[src/rtl/wpa_pkg.sv]
package wpa_pkg;

   typedef enum logic [2:0] {
      CLS_SRAM   = 3'd0,
      CLS_STASH  = 3'd1,
      CLS_CPU0   = 3'd2,
      CLS_CPU1   = 3'd3,
      CLS_SHARED = 3'd4
   } way_cls_e;

   typedef enum logic [1:0] {
      SRC_CPU0  = 2'd0,
      SRC_CPU1  = 2'd1,
      SRC_STASH = 2'd2,
      SRC_NONE  = 2'd3
   } req_src_e;

   localparam int CLS_W = 3;
   localparam int SRC_W = 2;

endpackage

[src/rtl/wpa_cfg_table.sv]
module wpa_cfg_table
   import wpa_pkg::*;
#(
   parameter int NUM_WAYS  = 8,
   parameter int MAX_STASH = 4
) (
   input  logic                            clk,
   input  logic                            rst_n,
   input  logic                            wr_en,
   input  logic [NUM_WAYS-1:0]             wr_mask,
   input  logic [CLS_W-1:0]                wr_cls,
   input  logic                            mode_we,
   input  logic                            mode_val,
   output logic [NUM_WAYS-1:0][CLS_W-1:0]  tbl_o,
   output logic                            mode_o,
   output logic                            err_o
);

   localparam int CNT_W = $clog2(NUM_WAYS + 1);

   logic [NUM_WAYS-1:0][CLS_W-1:0] tbl_q, tbl_nx;
   logic [NUM_WAYS-1:0]            stash_nx_v, stash_cur_v;
   logic [CNT_W-1:0]               wr_cnt, stash_nx_cnt, stash_cur_cnt;
   logic                           grp_ok, cls_ok, stash_ok, accept;
   logic                           mode_q, err_q;

   function automatic logic [CNT_W-1:0] popc(input logic [NUM_WAYS-1:0] v);
      logic [CNT_W-1:0] n;
      n = '0;
      for (int i = 0; i < NUM_WAYS; i++) n = n + CNT_W'(v[i]);
      return n;
   endfunction

   function automatic logic pow2_upto(input logic [CNT_W-1:0] c, input int lim);
      return (c != '0) && ((c & (c - CNT_W'(1))) == '0) && (int'(c) <= lim);
   endfunction

   always_comb begin
      tbl_nx = tbl_q;
      for (int w = 0; w < NUM_WAYS; w++) begin
         if (wr_mask[w]) tbl_nx[w] = wr_cls;
         stash_nx_v[w]  = (tbl_nx[w] == CLS_STASH);
         stash_cur_v[w] = (tbl_q[w]  == CLS_STASH);
      end
      wr_cnt        = popc(wr_mask);
      stash_nx_cnt  = popc(stash_nx_v);
      stash_cur_cnt = popc(stash_cur_v);
      grp_ok   = pow2_upto(wr_cnt, NUM_WAYS);
      cls_ok   = (wr_cls <= CLS_SHARED);
      stash_ok = (stash_nx_cnt == '0) || pow2_upto(stash_nx_cnt, MAX_STASH);
      accept   = grp_ok && cls_ok && stash_ok;
   end

   always_ff @(posedge clk) begin
      if (!rst_n) begin
         for (int w = 0; w < NUM_WAYS; w++) tbl_q[w] <= CLS_SHARED;
         mode_q <= 1'b0;
         err_q  <= 1'b0;
      end else begin
         if (wr_en && accept) tbl_q <= tbl_nx;
         if (mode_we) mode_q <= mode_val;
         err_q <= wr_en && !accept;
      end
   end

   assign tbl_o  = tbl_q;
   assign mode_o = mode_q;
   assign err_o  = err_q;


   stash_count_legal_chk: assert property (@(posedge clk) disable iff (!rst_n)
      (stash_cur_cnt == '0) || pow2_upto(stash_cur_cnt, MAX_STASH));


   reject_keeps_table_chk: assert property (@(posedge clk) disable iff (!rst_n)
      err_q |-> (tbl_q == $past(tbl_q)));

endmodule

[src/rtl/wpa_elig.sv]
module wpa_elig
   import wpa_pkg::*;
#(
   parameter int NUM_WAYS = 8
) (
   input  logic [NUM_WAYS-1:0][CLS_W-1:0] tbl,
   input  logic [SRC_W-1:0]               src,
   output logic [NUM_WAYS-1:0]            elig
);

   for (genvar w = 0; w < NUM_WAYS; w++) begin : g_way
      logic is_stash, is_c0, is_c1, is_sh;
      assign is_stash = (tbl[w] == CLS_STASH);
      assign is_c0    = (tbl[w] == CLS_CPU0);
      assign is_c1    = (tbl[w] == CLS_CPU1);
      assign is_sh    = (tbl[w] == CLS_SHARED);
      always_comb begin
         unique case (src)
            SRC_CPU0:  elig[w] = is_c0 || is_sh;
            SRC_CPU1:  elig[w] = is_c1 || is_sh;
            SRC_STASH: elig[w] = is_stash;
            default:   elig[w] = 1'b0;
         endcase
      end
   end

endmodule

[src/rtl/wpa_victim_sel.sv]
module wpa_victim_sel
   import wpa_pkg::*;
#(
   parameter int NUM_WAYS = 8,
   parameter int NUM_SRC  = 3
) (
   input  logic                        clk,
   input  logic                        rst_n,
   input  logic                        fire,
   input  logic [SRC_W-1:0]            src,
   input  logic [NUM_WAYS-1:0]         elig,
   input  logic [NUM_WAYS-1:0]         line_valid,
   output logic                        any_elig,
   output logic [$clog2(NUM_WAYS)-1:0] victim,
   output logic                        by_rr
);

   localparam int WW = $clog2(NUM_WAYS);

   logic [NUM_SRC-1:0][WW-1:0] ptr_q;
   logic [NUM_WAYS-1:0]        inv;
   logic [WW-1:0]              lo_way, rr_way, cur_ptr, idx;
   logic                       lo_hit, src_ok;

   always_comb begin
      inv      = elig & ~line_valid;
      any_elig = |elig;
      src_ok   = (int'(src) < NUM_SRC);
      cur_ptr  = src_ok ? ptr_q[src] : '0;
      lo_hit   = 1'b0;
      lo_way   = '0;
      for (int i = NUM_WAYS - 1; i >= 0; i--) begin
         if (inv[i]) begin
            lo_hit = 1'b1;
            lo_way = WW'(i);
         end
      end
      rr_way = '0;
      idx    = '0;
      for (int i = NUM_WAYS - 1; i >= 0; i--) begin
         idx = cur_ptr + WW'(i);
         if (elig[idx]) rr_way = idx;
      end
      victim = lo_hit ? lo_way : rr_way;
      by_rr  = !lo_hit && any_elig;
   end

   always_ff @(posedge clk) begin
      if (!rst_n) begin
         ptr_q <= '0;
      end else if (fire && by_rr && src_ok) begin
         ptr_q[src] <= rr_way + WW'(1);
      end
   end


   ptr_idle_stable_chk: assert property (@(posedge clk) disable iff (!rst_n)
      !(fire && by_rr) |=> (ptr_q == $past(ptr_q)));

endmodule

[src/rtl/way_part_alloc.sv]
module way_part_alloc
   import wpa_pkg::*;
#(
   parameter int NUM_WAYS  = 8,
   parameter int MAX_STASH = 4,
   parameter int NUM_SRC   = 3,
   localparam int WW       = $clog2(NUM_WAYS)
) (
   input  logic                clk,
   input  logic                rst_n,
   input  logic                cfg_we,
   input  logic [NUM_WAYS-1:0] cfg_mask,
   input  logic [2:0]          cfg_cls,
   input  logic                mode_we,
   input  logic                mode_stash_noalloc,
   input  logic                req_valid,
   input  logic [1:0]          req_src,
   input  logic                req_hit,
   input  logic [WW-1:0]       req_hit_way,
   input  logic [NUM_WAYS-1:0] req_line_valid,
   output logic                dec_valid,
   output logic                dec_alloc,
   output logic [WW-1:0]       dec_victim,
   output logic                dec_update,
   output logic                dec_noalloc,
   output logic                cfg_err
);

   if (NUM_WAYS < 2 || (NUM_WAYS & (NUM_WAYS - 1)) != 0) begin : g_bad_ways
      $error("NUM_WAYS must be a power of two of at least 2");
   end
   if (MAX_STASH < 1 || MAX_STASH >= NUM_WAYS) begin : g_bad_stash
      $error("MAX_STASH must lie between 1 and NUM_WAYS-1");
   end
   if (NUM_SRC != 3) begin : g_bad_src
      $error("NUM_SRC must be 3 (two processors and one stash source)");
   end

   logic [NUM_WAYS-1:0][CLS_W-1:0] tbl;
   logic                           mode;
   logic [NUM_WAYS-1:0]            elig;
   logic                           any_elig, by_rr, stash_block, pick_fire;
   logic [WW-1:0]                  pick_way;

   logic                           v_q, al_q, up_q, na_q;
   logic [WW-1:0]                  vic_q;
   logic [NUM_WAYS-1:0]            elig_q, lv_q;

   wpa_cfg_table #(.NUM_WAYS(NUM_WAYS), .MAX_STASH(MAX_STASH)) cfg_i (
      .clk(clk), .rst_n(rst_n),
      .wr_en(cfg_we), .wr_mask(cfg_mask), .wr_cls(cfg_cls),
      .mode_we(mode_we), .mode_val(mode_stash_noalloc),
      .tbl_o(tbl), .mode_o(mode), .err_o(cfg_err)
   );

   wpa_elig #(.NUM_WAYS(NUM_WAYS)) elig_i (
      .tbl(tbl), .src(req_src), .elig(elig)
   );

   assign stash_block = (req_src == SRC_STASH) && mode;
   assign pick_fire   = req_valid && !req_hit && !stash_block;

   wpa_victim_sel #(.NUM_WAYS(NUM_WAYS), .NUM_SRC(NUM_SRC)) sel_i (
      .clk(clk), .rst_n(rst_n),
      .fire(pick_fire), .src(req_src), .elig(elig),
      .line_valid(req_line_valid),
      .any_elig(any_elig), .victim(pick_way), .by_rr(by_rr)
   );

   always_ff @(posedge clk) begin
      if (!rst_n) begin
         v_q    <= 1'b0;
         al_q   <= 1'b0;
         up_q   <= 1'b0;
         na_q   <= 1'b0;
         vic_q  <= '0;
         elig_q <= '0;
         lv_q   <= '0;
      end else begin
         v_q    <= req_valid;
         elig_q <= elig;
         lv_q   <= req_line_valid;
         al_q   <= 1'b0;
         up_q   <= 1'b0;
         na_q   <= 1'b0;
         vic_q  <= '0;
         if (req_valid) begin
            if (req_hit) begin
               up_q  <= 1'b1;
               vic_q <= req_hit_way;
            end else if (pick_fire && any_elig) begin
               al_q  <= 1'b1;
               vic_q <= pick_way;
            end else begin
               na_q <= 1'b1;
            end
         end
      end
   end

   assign dec_valid   = v_q;
   assign dec_alloc   = al_q;
   assign dec_update  = up_q;
   assign dec_noalloc = na_q;
   assign dec_victim  = vic_q;


   dec_latency_chk: assert property (@(posedge clk) disable iff (!rst_n)
      dec_valid == $past(req_valid));


   dec_exclusive_chk: assert property (@(posedge clk) disable iff (!rst_n)
      $onehot0({dec_alloc, dec_update, dec_noalloc}));


   victim_in_partition_chk: assert property (@(posedge clk) disable iff (!rst_n)
      dec_alloc |-> elig_q[dec_victim]);


   lowest_invalid_chk: assert property (@(posedge clk) disable iff (!rst_n)
      (dec_alloc && |(elig_q & ~lv_q)) |-> !lv_q[dec_victim]);


   hit_update_chk: assert property (@(posedge clk) disable iff (!rst_n)
      (req_valid && req_hit) |=> (dec_update && dec_victim == $past(req_hit_way)));


   stash_noalloc_chk: assert property (@(posedge clk) disable iff (!rst_n)
      (req_valid && !req_hit && stash_block) |=> (dec_noalloc && !dec_alloc));

endmodule

[config.mk]
export PLATFORM = sky130hd
export DESIGN_NAME = way_part_alloc
export DESIGN_NICKNAME = d
export VERILOG_FILES = /design/src/rtl/wpa_pkg.sv /design/src/rtl/wpa_cfg_table.sv /design/src/rtl/wpa_elig.sv /design/src/rtl/wpa_victim_sel.sv /design/src/rtl/way_part_alloc.sv
export SDC_FILE = /design/constraint.sdc
export NUM_CORES = 1
export LEC_CHECK = 0
export BUFFER_PORTS_ARGS = -buffer_cell sky130_fd_sc_hd__buf_4
export CAP_MARGIN = 20
export CORE_ASPECT_RATIO = 1.75
export CORE_UTILIZATION = 54
export CTS_CLUSTER_DIAMETER = 30
export DETAILED_ROUTE_END_ITERATION = 12
export PLACE_DENSITY = 0.87
export REMOVE_ABC_BUFFERS = 1
export SLEW_MARGIN = 20
export SYNTH_ARGS = -nofsm -noshare
export SYNTH_HDL_FRONTEND = slang
export SYNTH_SLANG_ARGS = --single-unit
[constraint.sdc]
create_clock -name clk -period 5.9 [get_ports clk]
set_input_delay 1.18 -clock clk [delete_from_list [all_inputs] [get_ports clk]]
set_output_delay 1.18 -clock clk [all_outputs]
set_load 0.01 [all_outputs]
Word level (Yosys, flattened, before mapping)
Cells that the tools add are included.
{"block": "classes", "eq_ne": 42, "addsub": 24, "mux": 68, "magnitude_cmp": 14, "reduce_logical": 46, "bitwise": 6}
{"operator": "$mux 3", "n": 30}
{"operator": "$add 4x1->4", "n": 12}
{"operator": "$eq 3x1->1 const B", "n": 16}
{"operator": "$eq 3x2->1 const B", "n": 16}
{"operator": "$lt 3x4->1 const B", "n": 8}
{"operator": "$bmux 1 s3", "n": 8}
{"operator": "$eq 3x3->1 const B", "n": 8}
{"operator": "$pmux 1 s3", "n": 8}
{"operator": "$mux 1", "n": 19}
{"operator": "$logic_or 1x1->1", "n": 17}
{"operator": "$logic_and 1x1->1", "n": 16}
{"operator": "$add 3x3->3 const B", "n": 4}
{"operator": "$logic_not 4->1", "n": 3}
{"operator": "$bwmux 9", "n": 1}
{"operator": "$and 4x4->4", "n": 2}
{"operator": "$and 8x8->8", "n": 1}
{"operator": "$not 8->8", "n": 1}
{"operator": "$reduce_bool 4->1", "n": 2}
{"operator": "$reduce_or 8->1", "n": 1}
{"operator": "$sub 4x1->4 const B", "n": 2}
{"operator": "$add 3x1->3 const B", "n": 2}
{"operator": "$add 3x2->3 const B", "n": 2}
{"operator": "$bmux 3 s2", "n": 1}
{"operator": "$demux 3 s2", "n": 1}
{"operator": "other kinds (14)", "n": 19}
{"block": "word_totals", "output_inout_bits": 8, "ff_bits": 42, "wordCells": 218, "inputBits": 31}

Depth between registers and ports, before layout
Gate-level depths: netlist of the first run.
{"block": "depth", "word_depth": 18, "mapped_depth": 18}

Modules after synthesis
Synthesis of the first run repeated with hierarchy kept, for this count alone.
{"block": "unflattened", "cells_unflattened": 472, "area_unflattened_um2": 4093.9}
{"module": "wpa_cfg_table", "cells_per_inst": 198, "n_inst": 1, "area_each_um2": 1851.8}
{"module": "wpa_victim_sel", "cells_per_inst": 186, "n_inst": 1, "area_each_um2": 1500.2}
{"module": "wpa_elig", "cells_per_inst": 63, "n_inst": 1, "area_each_um2": 479.2}
{"module": "way_part_alloc", "cells_per_inst": 25, "n_inst": 1, "area_each_um2": 262.8}

Worst setup path after synthesis of the first run
OpenSTA, ideal clock, no wires.
{"block": "synth_timing", "path_type": "input to register", "startpoint": "input cfg_cls[0]", "endpoint": "register cfg_i.tbl_q (netlist bit cfg_i.tbl_o[20])", "t_arrival_ns": 5.572, "required_ns": 5.771, "cell_stages": 16, "setup_ns": 0.129, "setup_slack_ns": 0.199, "path_cell_list": "clkbuf_1 > nor3b_1 > nand2_1 > o41ai_1 > ha_1 > inv_1 > fa_1 > fa_1 > fa_1 > fa_1 > o211ai_1 > a211oi_1 > and3_1 > clkbuf_1 > mux2i_1 > nand2_1"}
{"block": "synth_between", "elab_chain_len": 17, "word_cells_on_any_way": 36, "cone_classes": "add/sub: 8; order compare: 2; eq/ne: 8; mux: 8; bitwise: 1; reduce/logical: 9"}
{"element": "start, declared", "line_no": "way_part_alloc.sv:13", "rtl": "input logic [2:0] cfg_cls,"}
{"element": "$mux 3", "line_no": "wpa_cfg_table.sv:41", "rtl": "if (wr_mask[w]) tbl_nx[w] = wr_cls;"}
{"element": "$eq 3x1->1", "line_no": "wpa_cfg_table.sv:42", "rtl": "stash_nx_v[w] = (tbl_nx[w] == CLS_STASH);"}
{"element": "$add 1x1->2", "line_no": "wpa_cfg_table.sv:30", "rtl": "for (int i = 0; i < NUM_WAYS; i++) n = n + CNT_W'(v[i]);"}
{"element": "$add 4x1->4 (6 in series)", "line_no": "wpa_cfg_table.sv:30"}
{"element": "$sub 4x1->4", "line_no": "wpa_cfg_table.sv:35", "rtl": "return (c != '0) && ((c & (c - CNT_W'(1))) == '0) && (int'(c) <= lim);"}
{"element": "$and 4x4->4", "line_no": "wpa_cfg_table.sv:35"}
{"element": "$logic_not 4->1", "line_no": "wpa_cfg_table.sv:35"}
{"element": "$logic_and 1x1->1 (2 in series)", "line_no": "wpa_cfg_table.sv:35"}
{"element": "$logic_or 1x1->1", "line_no": "wpa_cfg_table.sv:50", "rtl": "stash_ok = (stash_nx_cnt == '0) || pow2_upto(stash_nx_cnt, MAX_STASH);"}
{"element": "$logic_and 1x1->1 *", "line_no": "wpa_cfg_table.sv:51", "rtl": "accept = grp_ok && cls_ok && stash_ok;"}
{"element": "$logic_and 1x1->1 *", "line_no": "wpa_cfg_table.sv:60", "rtl": "if (wr_en && accept) tbl_q <= tbl_nx;"}
{"element": "end signal, assigned", "line_no": "wpa_cfg_table.sv:60"}
{"element": "end, declared", "line_no": "wpa_cfg_table.sv:21", "rtl": "logic [NUM_WAYS-1:0][CLS_W-1:0] tbl_q, tbl_nx;"}
Every way passes the cells marked *; elsewhere a longest branch is shown, timed or not.
A chain may end at the register's enable or synchronous reset.

Final worst setup path of the first run
{"block": "layout_timing", "startpoint": "input cfg_cls[0]", "endpoint": "register cfg_i.tbl_q (netlist bit cfg_i.tbl_o[21])"}
{"block": "layout_between", "elab_chain_len": 17, "word_cells_on_any_way": 36, "cone_classes": "add/sub: 8; order compare: 2; eq/ne: 8; mux: 8; bitwise: 1; reduce/logical: 9"}
{"element": "$mux 3", "line_no": "wpa_cfg_table.sv:41"}
{"element": "$eq 3x1->1", "line_no": "wpa_cfg_table.sv:42"}
{"element": "$add 1x1->2", "line_no": "wpa_cfg_table.sv:30"}
{"element": "$add 4x1->4 (6 in series)", "line_no": "wpa_cfg_table.sv:30"}
{"element": "$sub 4x1->4", "line_no": "wpa_cfg_table.sv:35"}
{"element": "$and 4x4->4", "line_no": "wpa_cfg_table.sv:35"}
{"element": "$logic_not 4->1", "line_no": "wpa_cfg_table.sv:35"}
{"element": "$logic_and 1x1->1 (2 in series)", "line_no": "wpa_cfg_table.sv:35"}
{"element": "$logic_or 1x1->1", "line_no": "wpa_cfg_table.sv:50"}
{"element": "$logic_and 1x1->1", "line_no": "wpa_cfg_table.sv:51"}
{"element": "$logic_and 1x1->1", "line_no": "wpa_cfg_table.sv:60"}
Parallel ways exist; a longest one is shown, timed or not.

==> flow_summary.toml, run 1 <==
[grt]
grt_pass1_vias = 3515
grt_util_met1_pct = 30.4
grt_pass1_wl_mm = 16.6
busiest_layer = "met2"
grt_usage_pct = 31.1
antenna_found_initial = 0
grt_overflow = 0
grt_max_degree = 24
grt.met2_usage_pct = 59.1
met3_usage_pct = 3.94

[route]
drc_errors = 0
firstDrtPassIters = 4
avgRoutedWirePerCell_um = 19.3
final_antenna_net_count = 0
initialDrtViolationCount = 245
via_count = 3494
drt_wl_total_mm = 10.2
via_per_inst = 6.62

[placement]
dp.cells = 520
dp_hpwl_mm = 7.83
portBuffers = 38
pre_cts_slack_ps = 473
gp_congestion = 1.07

[sta]
final_hold_viol_count = 0
maxSlewViolCount = 0
clock_skew_ps = 5.18
slew_headroom_pct = 45.3
hold_ws_ps = 494
fmax_mhz = 196
post-route-period-util_pct = 86.4
setup_violations = 0
worstMarginPinSlew_ps = 816
rsz0062_at_grt = "false"
period_needed_ps = 5100
final.setup.tns_ps = 0
timing.final.ws_setup_ps = 801

[hold_path]
hold_path_depth = 2
hold_class = "reg2reg"

[synthesis]
synthCells = 415
synth_cell_types = 69
avgSynthCellArea_um2 = 8.66
synth_seq_cells = 42
synth-edff-count = 0
yosysWarnings = 0
synth_flop_cell = "dfxtp_1"
synthArstFlopShare_pct = 0
syn-cell-area_mm2 = 0.00359
yosysSeqAreaShare_pct = 23.4

[clocking]
cts-root-buf = "clkbuf_16"
clock_sinks = 42
post-cts-setup-buffers = 0
clockBufferDepth = 2
clkTransAtPathRegs_ps = 60
numCtsBuffers = 5
ctsResizeCount = 0
cts_tree = "built"
htree_num_levels = 2
hold_buffers = 0
clk-insertion-delay-late_ps = 290

[critical_path]
cp.depth = 18
max_stage_delay_ps = 520
reg2reg_depth = 15
path_buf_inv = 4
path_cells = "buf_4 > nor3b_1 > buf_4 > nand2_1 > o41ai_1 > ha_1 > inv_1 > fa_1 > fa_1 > fa_1 > fa_1 > xor2_1 > a21oi_1 > a211oi_1 > buf_4 > and3_1 > mux2i_1 > nor2_1"
endpoint_kind = "flip-flop"
arrival_ps = 5250
critPathKind = "in2reg"
cp_top_family = "adder cells"
critPathMaxFanout = 10
cp-start-kind = "primary input"
cp_slowest_cell = "fa_1"
cp_common_cell = "fa_1"
required_ps = 6050

[cells_and_area]
drive_gt1_share_pct = 18.8
post-route-util_pct = 62.8
fin_cells = 528
areaGrowthSynthToFinish_pct = 13.4
diodes = 0
fin_nets = 493

[floorplan]
io_pins = 39
die_y_um = 110
fp.dieW_um = 63.7
core_mm2 = 0.00649
die-area_mm2 = 0.00700
initial_core_util_pct = 55.4
row_count = 39

[run_status]
status = "complete, no violations"

[pwr]
p_leak_nw = 1.66
peakVddDrop_v = 0.000137
p_per_area_mw_per_mm2 = 235

[job]
drv_cap = 0
## per-stage QoR
step	area, um^2	total power, W
2_1_floorplan	3460	0.000564
3_3_place_gp	3930	0.000673
3_5_place_dp	3930	0.000684
4_1_cts	4080	0.000953
5_1_grt	4080	0.00101
6_report	4080	0.000957
## worst reg2reg max path, delay by kind of cell (launching register included)
kind | cells | cell delay, ps
adders and majority gates | 5 | 2090
AOI/OAI and AO/OA | 3 | 640
DFF | 1 | 410
buffers and inverters | 3 | 370
and+or+nand+nor | 2 | 320
muxes | 1 | 240
xor gates and xnor gates | 1 | 160
## area by class of cell
cell class                      instances  area (um^2)
Tap cell                               82          103
Timing Repair Buffer                   49          368
Sequential cell                        42          841
Clock inverter                          2         13.8
Multi-Input combinational cell        311         2490
Clock buffer                            6          129
Inverter                               36          135
Fill cell                             574         2410
## cells in the mapped netlist (10+ instances only)
| master | instances | area, um^2 |
|---|---|---|
| a211oi_1 | 10 | 75.1 |
| a21oi_1 | 23 | 115 |
| clkbuf_1 | 18 | 67.6 |
| dfxtp_1 | 42 | 841 |
| inv_1 | 34 | 128 |
| mux2i_1 | 38 | 380 |
| nand2_1 | 20 | 75.1 |
| nor2_1 | 34 | 128 |
| nor4b_1 | 10 | 87.6 |
| o21ai_0 | 12 | 60.1 |
## sequential cells by signal, summed over array words and instances (netlist names)
signal,count
cfg_i.err_o,1
cfg_i.mode_o,1
cfg_i.tbl_o,24
dec_alloc,1
dec_noalloc,1
dec_update,1
dec_valid,1
dec_victim,3
sel_i.ptr_q,9
## worst paths after layout
| kind | from | to | slack, ps |
|---|---|---|---|
| max reg2reg | cfg_i.tbl_o[0] | cfg_i.tbl_o[21] | 1550 |
| max | cfg_cls[0] | cfg_i.tbl_o[21] | 800 |
| min reg2reg | sel_i.ptr_q[1] | sel_i.ptr_q[1] | 490 |
| min | sel_i.ptr_q[1] | sel_i.ptr_q[1] | 490 |
## kinds of logic after synthesis
group	count (synthesis)	synth area share (%)
compound gates	126	25.9
xor+xnor	5	1.22
mux	49	16.9
flops	42	23.4
simple gates	114	17.7
buf+inv	62	7.38
fa+ha+maj	17	7.59
## power by group
group	switching [W]	internal [W]
Combinational	0.000206	0.000159
Clock	0.000114	0.000157
Sequential	0.0000178	0.000303
Total	0.000338	0.000619
## layout by cell type, fill, tap and decap left out, types with 8 or more instances in the layout
master	synthesis	routed
o211ai_1	8	8
and3_1	9	9
a31oi_1	9	9
mux4_2	9	9
o21ai_0	12	12
a21oi_1	23	23
a211oi_1	10	10
nor2_1	34	34
nor4b_1	10	10
ha_1	9	9
fa_1	8	8
buf_4	2	49
nand2_1	20	20
dfxtp_1	42	42
mux2i_1	38	38
inv_1	34	34
## per-layer routing
metal	wire length, um	vias up
met5	0	-
met4	612	0
met3	357	43
met2	5510	145
met1	3680	1680
li1	-	1626
No activity file was read; power rests on OpenSTA's default activity.
==> run 2, diff against run 1 <==
--- a/config.mk
+++ b/config.mk
@@ -8,10 +8,10 @@
 export BUFFER_PORTS_ARGS = -buffer_cell sky130_fd_sc_hd__buf_4
 export CAP_MARGIN = 20
 export CORE_ASPECT_RATIO = 1.75
-export CORE_UTILIZATION = 54
+export CORE_UTILIZATION = 55
 export CTS_CLUSTER_DIAMETER = 30
 export DETAILED_ROUTE_END_ITERATION = 12
-export PLACE_DENSITY = 0.87
+export PLACE_DENSITY = 0.85
 export REMOVE_ABC_BUFFERS = 1
 export SLEW_MARGIN = 20
 export SYNTH_ARGS = -nofsm -noshare
==> constraint.sdc (replaced) <==
create_clock -name clk -period 5.7 [get_ports clk]
set_input_delay 1.14 -clock clk [delete_from_list [all_inputs] [get_ports clk]]
set_output_delay 1.14 -clock clk [all_outputs]
set_load 0.01 [all_outputs]
==> run 2 against run 1 <==
  * Combinational power increased by 1%
  * Sequential cell count did not move
  * Hold slack gained 9.2 ps
  * Global-route usage decreased by 0.26 points
  * Setup slack got worse by 120 ps
  * Core utilization grew 1.5 points
  * Non-clock buffer count is 2 lower
  * Critical path depth is 1 lower
  * Largest cell class unchanged
==> flow_summary.toml, run 2 (synthesis results as in run 1) <==
[run_status]
status = "complete, no violations"

[clocking]
ctsResizeCount = 0
clkTransAtPathRegs_ps = 90
post-cts-setup-buffers = 0
clock_sinks = 42
cts-root-buf = "clkbuf_8"
htree_num_levels = 2
clockBufferDepth = 2
clk-insertion-delay-late_ps = 310
numCtsBuffers = 5
cts_tree = "built"
hold_buffers = 0

[route]
avgRoutedWirePerCell_um = 19.5
final_antenna_net_count = 0
firstDrtPassIters = 5
via_per_inst = 6.78
drc_errors = 0
initialDrtViolationCount = 281
via_count = 3552
drt_wl_total_mm = 10.2

[pwr]
clkPwrFrac_pct = 26.8
peakVddDrop_v = 0.000172
netSwitchingFraction_pct = 36.7
p_per_area_mw_per_mm2 = 237
power_frac_seq_pct = 34.6
power.total_w = 0.000958
combPwrFrac_pct = 38.6
p_leak_nw = 1.64
p_switching_w = 0.000351
intPower_w = 0.000607

[sta]
worstMarginPinSlew_ps = 823
fmax_mhz = 199
slew_headroom_pct = 44.9
final.setup.tns_ps = 0
period_needed_ps = 5020
maxSlewViolCount = 0
setup_violations = 0
post-route-period-util_pct = 88.1
rsz0062_at_grt = "false"
clock_skew_ps = 11.2
final_hold_viol_count = 0

[critical_path]
critPathKind = "in2reg"
path_cells = "buf_4 > nor3b_1 > nand2_1 > o41ai_1 > ha_1 > inv_1 > fa_1 > fa_1 > fa_1 > fa_1 > xor2_1 > a21oi_1 > a211oi_1 > buf_4 > and3_1 > mux2i_1 > nor2_1"
required_ps = 5870
critPathMaxFanout = 10
reg2reg_depth = 15
critPathLaunch = "cfg_cls[0]"
arrival_ps = 5190
max_stage_delay_ps = 530
r2r_slack_ps = 1260
r2r-end = "cfg_i.tbl_o[15]"
cp_slowest_cell = "fa_1"
reg2reg_from = "cfg_i.tbl_o[3]"
endpoint_kind = "flip-flop"
cp-start-kind = "primary input"
cp_common_cell = "fa_1"

[hold_path]
hold_class = "reg2reg"
hold_path_depth = 2
min_from = "sel_i.ptr_q[4]"
hold_end = "sel_i.ptr_q[4]"

[floorplan]
die-area_mm2 = 0.00687
io_pins = 39
core_mm2 = 0.00628
die_y_um = 109
row_count = 38
initial_core_util_pct = 57.3
fp.dieW_um = 63.1

[grt]
grt_pass1_wl_mm = 16.6
grt_pass1_vias = 3496
grt_max_degree = 24
grt_usage_pct = 30.8
grt_overflow = 0
antenna_found_initial = 0

[cells_and_area]
final_cell_mix = "47 x buf_4, 42 x dfxtp_1, 38 x mux2i_1"
areaGrowthSynthToFinish_pct = 12.3
layout_commonest_cell = "buf_4"
fillers = 535
drive_gt1_share_pct = 18.7
diodes = 0
largest_reg_flops = 24
fin_nets = 491

[job]
drv_cap = 0

[placement]
dp_hpwl_mm = 7.89
gp_congestion = 1.07
portBuffers = 38
run 2: worst max-delay path by stage:
stage	to	slack (ps)
2_1_floorplan	cfg_i.tbl_o[0]	400
5_1_grt	sel_i.ptr_q[8]	510
4_1_cts	cfg_i.tbl_o[15]	690
3_5_place_dp	cfg_i.tbl_o[6]	380
6_report	cfg_i.tbl_o[15]	680
3_3_place_gp	cfg_i.tbl_o[7]	550
run 2: worst max-delay path: cells and delay by family:
family | cells | cell delay (ps)
simple gates | 4 | 760
mux | 1 | 230
xor+xnor | 1 | 150
buf+inv | 3 | 430
fa+ha+maj | 5 | 2120
compound gates | 3 | 340
run 2: metal layers:
metal	vias to the layer above	track usage, %	wire length, um
met2	196	56.8	5300
met5	-	0	0
li1	1627	-	-
met1	1674	30.8	3730
met3	55	3.87	502
met4	0	24.3	685
run 2: cell type report:
type                    count  area (um^2)  share of cell area, %
flip-flops and latches     42          841                   20.8
repair buffers             47          353                   8.75
clock buffers               5         68.8                   1.71
well taps                  80          100                   2.48
clock inverters             3         48.8                   1.21
multi-input cells         311         2490                   61.7
inverters                  36          135                   3.35
run 2: power by group through the flow:
stage / clock network [W] / logic, W / registers, W
6_report: 0.000256 / 0.000370 / 0.000332
5_1_grt: 0.000268 / 0.000398 / 0.000334
4_1_cts: 0.000256 / 0.000363 / 0.000331
3_5_place_dp: 0 / 0.000362 / 0.000337
3_3_place_gp: 0 / 0.000350 / 0.000336
2_1_floorplan: 0 / 0.000250 / 0.000334
run 2: metrics by stage:
stage               hold slack (ps)  worst slack [ps]  instances  utilization (%)  cell area (um^2)
floorplan                       460               403        389                -              3460
detailed placement              486               383        516             62.4              3920
finish                          503               676        524             64.3              4030
global route                    525               507        524             64.3              4030
global placement                474               550        516             62.4              3920
CTS                             508               694        524             64.3              4030
